<file path="config.mk">
export PLATFORM = sky130hd
export DESIGN_NAME = ready_data_serializer
export DESIGN_NICKNAME = d
export VERILOG_FILES = /design/src/rtl/rdo_pkg.sv /design/src/rtl/rdo_sclk_sync.sv /design/src/rtl/rdo_frame_reg.sv /design/src/rtl/rdo_shift_ctrl.sv /design/src/rtl/ready_data_serializer.sv
export SDC_FILE = /design/constraint.sdc
export NUM_CORES = 1
export LEC_CHECK = 0
export BUFFER_PORTS_ARGS = -buffer_cell sky130_fd_sc_hd__buf_2
export CAP_MARGIN = 20
export CORE_MARGIN = 3
export CORE_UTILIZATION = 54
export DETAILED_ROUTE_END_ITERATION = 16
export PLACE_DENSITY_LB_ADDON = 0.25
export SYNTH_ARGS = -nofsm -noshare
export SYNTH_HDL_FRONTEND = slang
export SYNTH_SLANG_ARGS = --single-unit
</file>
<file path="constraint.sdc">
create_clock -name clk -period 1.9 [get_ports clk]
set_input_delay 0.19 -clock clk [delete_from_list [all_inputs] [get_ports clk]]
set_output_delay 0.19 -clock clk [all_outputs]
set_load 0.03 [all_outputs]
</file>
<file path="src/rtl/rdo_pkg.sv">
package rdo_pkg;
  localparam int RES_W   = 16;
  localparam int STAT_W  = 8;
  localparam int FRAME_W = RES_W + STAT_W;
  localparam int CNT_W   = $clog2(FRAME_W + 1);

  // Fixed fields of the trailing status byte.
  localparam logic [1:0] DEV_ID    = 2'b01;
  localparam logic [2:0] CHECK_PAT = 3'b101;

  // Status byte, most significant bit first on the line:
  // ready flag (0 = available), constant 0, range error, id, check pattern.
  function automatic logic [STAT_W-1:0] status_byte(input logic err);
    return {1'b0, 1'b0, err, DEV_ID, CHECK_PAT};
  endfunction
endpackage

</file>
<file path="src/rtl/rdo_sclk_sync.sv">
module rdo_sclk_sync #(
  parameter int STAGES = 2
) (
  input  logic clk,
  input  logic rst_n,
  input  logic sclk_in,
  output logic fall,
  output logic rise
);
  logic [STAGES-1:0] chain;
  logic              last;

  generate
    for (genvar g = 0; g < STAGES; g++) begin : g_stage
      always_ff @(posedge clk or negedge rst_n) begin
        if (!rst_n) chain[g] <= 1'b1;
        else if (g == 0) chain[g] <= sclk_in;
        else chain[g] <= chain[(g == 0) ? 0 : g-1];
      end
    end
  endgenerate

  always_ff @(posedge clk or negedge rst_n) begin
    if (!rst_n) last <= 1'b1;
    else        last <= chain[STAGES-1];
  end

  assign fall = last & ~chain[STAGES-1];
  assign rise = ~last & chain[STAGES-1];

  // a reported falling edge leaves the synchronised level low on the next cycle
  a_r3_fall_level: assert property (@(posedge clk) disable iff (!rst_n)
    fall |=> !last);
endmodule

</file>
<file path="src/rtl/rdo_frame_reg.sv">
module rdo_frame_reg
  import rdo_pkg::*;
#(
  parameter int RW    = RES_W,
  parameter int FW    = RW + STAT_W,
  parameter int SEL_W = $clog2(FW + 1)
) (
  input  logic             clk,
  input  logic             rst_n,
  input  logic             load,
  input  logic [RW-1:0]    res_data,
  input  logic             res_err,
  input  logic [SEL_W-1:0] sel,
  output logic             frame_bit
);
  logic [FW-1:0] word_q;

  always_ff @(posedge clk or negedge rst_n) begin
    if (!rst_n)    word_q <= '1;
    else if (load) word_q <= {res_data, status_byte(res_err)};
  end

  always_comb begin
    frame_bit = 1'b1;
    if (sel < SEL_W'(FW)) frame_bit = word_q[sel];
  end

  // fixed id and check fields are present in every stored frame
  a_r4_status_fields: assert property (@(posedge clk) disable iff (!rst_n)
    load |=> (word_q[4:0] == 5'b01101) && (word_q[7:6] == 2'b00));
endmodule

</file>
<file path="src/rtl/rdo_shift_ctrl.sv">
module rdo_shift_ctrl #(
  parameter int FW    = 24,
  parameter int CNT_W = $clog2(FW + 1)
) (
  input  logic             clk,
  input  logic             rst_n,
  input  logic             load,
  input  logic             warn,
  input  logic             fall,
  input  logic             rise,
  input  logic             frame_bit,
  output logic [CNT_W-1:0] cnt,
  output logic             have,
  output logic             line
);
  localparam logic [CNT_W-1:0] LAST = CNT_W'(FW);

  always_ff @(posedge clk or negedge rst_n) begin
    if (!rst_n) begin
      have <= 1'b0;
      cnt  <= '0;
      line <= 1'b1;
    end else if (load) begin
      have <= 1'b1;
      cnt  <= '0;
      line <= 1'b0;
    end else if (warn) begin
      have <= 1'b0;
      cnt  <= '0;
      line <= 1'b1;
    end else if (have && fall && (cnt < LAST)) begin
      line <= frame_bit;
      cnt  <= cnt + CNT_W'(1);
    end else if (have && rise && (cnt == LAST)) begin
      have <= 1'b0;
      cnt  <= '0;
      line <= 1'b1;
    end
  end

  // an accepted result shows as ready on the next cycle
  a_r2_load_ready: assert property (@(posedge clk) disable iff (!rst_n)
    load |=> (have && !line));
  // warning without a new result drops readiness
  a_r6_warn_drop: assert property (@(posedge clk) disable iff (!rst_n)
    (warn && !load) |=> (!have && line));
  // with no unread word the line is high
  a_r9_idle_high: assert property (@(posedge clk) disable iff (!rst_n)
    !have |-> line);
  // the bit position never passes the frame length
  a_r3_cnt_bound: assert property (@(posedge clk) disable iff (!rst_n)
    cnt <= LAST);
  // the rise after the last bit retires the word
  a_r5_retire: assert property (@(posedge clk) disable iff (!rst_n)
    (have && rise && (cnt == LAST) && !load && !warn) |=> !have);
endmodule

</file>
<file path="src/rtl/ready_data_serializer.sv">
module ready_data_serializer
  import rdo_pkg::*;
#(
  parameter int RW          = RES_W,
  parameter int SYNC_STAGES = 2
) (
  input  logic          clk,
  input  logic          pd_n,
  input  logic          sclk,
  input  logic          upd_warn,
  input  logic          res_valid,
  input  logic [RW-1:0] res_data,
  input  logic          res_err,
  output logic          dout,
  output logic          dout_oe
);
  localparam int FW = RW + STAT_W;
  localparam int CW = $clog2(FW + 1);

  logic          s_fall, s_rise, f_bit, have, line, oe_q;
  logic [CW-1:0] cnt, sel;

  rdo_sclk_sync #(.STAGES(SYNC_STAGES)) u_sync (
    .clk(clk), .rst_n(pd_n), .sclk_in(sclk), .fall(s_fall), .rise(s_rise));

  assign sel = CW'(FW - 1) - cnt;

  rdo_frame_reg #(.RW(RW), .FW(FW), .SEL_W(CW)) u_frame (
    .clk(clk), .rst_n(pd_n), .load(res_valid), .res_data(res_data),
    .res_err(res_err), .sel(sel), .frame_bit(f_bit));

  rdo_shift_ctrl #(.FW(FW), .CNT_W(CW)) u_ctrl (
    .clk(clk), .rst_n(pd_n), .load(res_valid), .warn(upd_warn),
    .fall(s_fall), .rise(s_rise), .frame_bit(f_bit),
    .cnt(cnt), .have(have), .line(line));

  always_ff @(posedge clk or negedge pd_n) begin
    if (!pd_n) oe_q <= 1'b0;
    else       oe_q <= 1'b1;
  end

  assign dout    = line;
  assign dout_oe = oe_q;

  // once driving, the line stays driven until power-down
  a_r1_oe_hold: assert property (@(posedge clk) disable iff (!pd_n)
    dout_oe |=> dout_oe);
  // the line is high while driven without a word
  a_r1_high_no_word: assert property (@(posedge clk) disable iff (!pd_n)
    (dout_oe && !have) |-> dout);
endmodule

</file>
==> impl_metrics.ini <==
[outcome]
status = finished clean

[global_route]
grt_pass1_vias = 948
antenna_found_initial = 0
grt_pass1_wl_um = 4120
grt_overflow = 0
globalRouteTotalUtil_pct = 16.9
grt_max_degree = 30

[critical_path]
crit_required_ps = 2130
worstPathMaxFanout = 10
crit_arrival_ps = 1960
cp-end-kind = register
setup.worst_path.start_class = register
worstSetupPathType = reg2reg

[drt]
wl_per_cell_um = 14.1
drt.antenna.violating_nets = 0
dr_total_vias = 906
drt-initial-drc-count = 17
dr.pass1.iters = 4
remaining_drc_errors = 0
routed_wl_um = 2340
avgViaCountPerCell = 5.46

[floorplan]
die_area_mm2 = 0.00324
coreArea_mm2 = 0.00234
die_x_um = 56.9
die_y_um = 56.9
io_pins = 24
rows = 17
start_util_pct = 59.8

[final_layout]
syn2layout_area_growth_pct = 15.8
num_antenna_cells = 0
postLayoutCellArea_mm2 = 0.00162
fillCellCount = 187
final_util_pct = 69.3
seq_area_um2 = 753
drive_gt1_share_pct = 47.8
multi_input_area_um2 = 597
final_cells = 166
fin_nets = 163

[placement]
globalplace.congestion = 0.863
hpwl_um = 1710
placed_area_mm2 = 0.00153
port_buffers = 23
numPlacedInstances = 154

[synthesis]
ys_types = 33
synth_most_common_cell = dfstp_2
synth_top_area_cell = dfstp_2
yosysTopAreaCellShare_pct = 41.3
synthArstFlopShare_pct = 100
yosysSeqAreaShare_pct = 53.8
synth_ff_type = dfstp_2
synth_fp_nets = 133
syn_area_per_cell_um2 = 13.1
mappedNetlistArea_mm2 = 0.00140
ys_warn_count = 0
ys_top_cells_by_count = dfstp_2, mux2_2, dfrtp_1
synth-edff-count = 0
ys_ff_latch = 29
ys_top_cells_by_area = dfstp_2, dfrtp_1, mux2_2
syn_inst = 107

[timing]
rsz0062_at_grt = no
worst_clock_skew_ps = 8.21
slew_viol_final = 0
finalCritPeriodShare_pct = 91.3
finalHoldViolCount = 0
min_period_ps = 1740
relSlewSlack_pct = 59.2
tns_ps = 0
max_freq_ghz = 0.576
setup_violations = 0
max_slew.worst_pin.slew_ps = 612

[cts]
insertion_delay_ps = 320
htree_levels = 2
cts.clk_slew.worst_paths_ps = 90
clkSinkCount = 29
cts.path.max_buffers = 2
post_cts_resized = 0
cts_root_buf = clkbuf_4
cts_buffers = 5
cts_tree = yes

[power]
power_mw = 1.23
power.density_mw_per_mm2 = 758
p_leak_nw = 0.685
vdd_ir_drop_max_mv = 0.671

[flow_run]
drv_cap = 0

[min_path]
hp-class = in2reg
==> routing by layer <==
layer	GRT usage [%]	vias to the layer above	routed length (um)
met1	20.4	426	1010
li1	-	446	-
met5	0	-	0
met4	7.62	0	51
met2	25.6	26	1120
met3	7.82	8	165
==> cell type report <==
type / count / area share (%)
Sequential cell: 29 / 46.5
Multi-Input combinational cell: 68 / 36.8
Timing Repair Buffer: 28 / 9.73
Clock buffer: 8 / 3.63
Tap cell: 28 / 2.16
Inverter: 5 / 1.16
==> worst paths after layout <==
path | slack, ps | from | depth (start not counted) | endpoint
max in group asynchronous | 1090 | pd_n | 2 | u_ctrl.have
worst max-delay path | 160 | u_ctrl.cnt[0] | 7 | u_ctrl.line
min in group asynchronous | 400 | pd_n | 2 | u_ctrl.cnt[4]
worst min register to register | 370 | u_sync.chain[0] | 0 | u_sync.chain[1]
worst max register to register | 160 | u_ctrl.cnt[0] | 7 | u_ctrl.line
worst min-delay path | 80 | res_data[3] | 2 | u_frame.word_q[11]
==> flip-flops by register name, indices dropped and copies added, names as in the netlist <==
register / cells
u_frame.word_q: 18
dout_oe: 1
u_sync.chain: 2
u_ctrl.have: 1
u_ctrl.cnt: 5
u_sync.last: 1
u_ctrl.line: 1
==> worst max-delay path, cell delays in order (launching register included) <==
cell	delay (ps)
dfrtp_1	540
inv_1	170
ha_1	160
nand4b_1	110
o211ai_1	190
buf_4	160
nor2_1	40
a311oi_1	270
==> layout by cell type (no fill, tap or decap) <==
| cell type | netlist | routed |
|---|---|---|
| buf_2 | 3 | 23 |
| dfstp_2 | 22 | 22 |
| mux2_2 | 12 | 12 |
| dfrtp_1 | 7 | 7 |
| mux2i_1 | 6 | 6 |
| inv_1 | 5 | 5 |
| mux2_1 | 5 | 5 |
| nand3_1 | 5 | 5 |
| clkbuf_4 | 0 | 5 |
| nor2_1 | 4 | 4 |
| ha_1 | 4 | 4 |
| o211ai_1 | 3 | 3 |
| nand2_1 | 3 | 3 |
| o21ai_1 | 3 | 3 |
| buf_4 | 0 | 3 |
| nor2b_1 | 2 | 2 |
| nand2b_1 | 2 | 2 |
| xnor2_1 | 2 | 2 |
| mux4_1 | 2 | 2 |
| a211oi_1 | 2 | 2 |
| clkbuf_1 | 1 | 2 |
| dlygate4sd3_1 | 0 | 2 |
| nand4b_1 | 1 | 1 |
| nand4bb_1 | 1 | 1 |
| and4bb_1 | 1 | 1 |
| o22ai_1 | 1 | 1 |
| nor3b_1 | 1 | 1 |
| a21o_1 | 1 | 1 |
| or3_1 | 1 | 1 |
| a31oi_1 | 1 | 1 |
| a21oi_1 | 1 | 1 |
| a311oi_1 | 1 | 1 |
| o21ai_0 | 1 | 1 |
| o21bai_1 | 1 | 1 |
| clkbuf_8 | 0 | 1 |
| conb_1 | 1 | 1 |
==> what timing repair did <==
action                                  in CTS  in global routing
setup buffers                                0                  2
hold buffers                                 2                  0
endpoints found under the setup margin       0                  2
hold endpoints to repair                     8                  0
==> logic make-up after synthesis <==
family / count (synthesis) / synth area share, %
buffers and inverters: 10 / 3.49
DFF: 29 / 53.8
xor gates and xnor gates: 2 / 1.25
AOI/OAI and AO/OA: 15 / 7.07
muxes: 25 / 21.7
and+or+nand+nor: 21 / 8.77
adders and majority gates: 4 / 3.58
other: 1 / 0.268
==> power by group <==
group          leakage (nW)  switching (mW)  internal, mW
registers             0.324          0.0247         0.692
logic                 0.329          0.0569        0.0719
clock network        0.0326           0.200         0.182
==> through the flow <==
step	setup WS (ps)	hold WS, ps
6_report	165	79.5
4_1_cts	50.3	71.7
2_1_floorplan	375	-106
3_3_place_gp	219	224
5_1_grt	13.9	71.6
3_5_place_dp	76.7	234
Note: power is estimated with default switching activity, not from simulation.
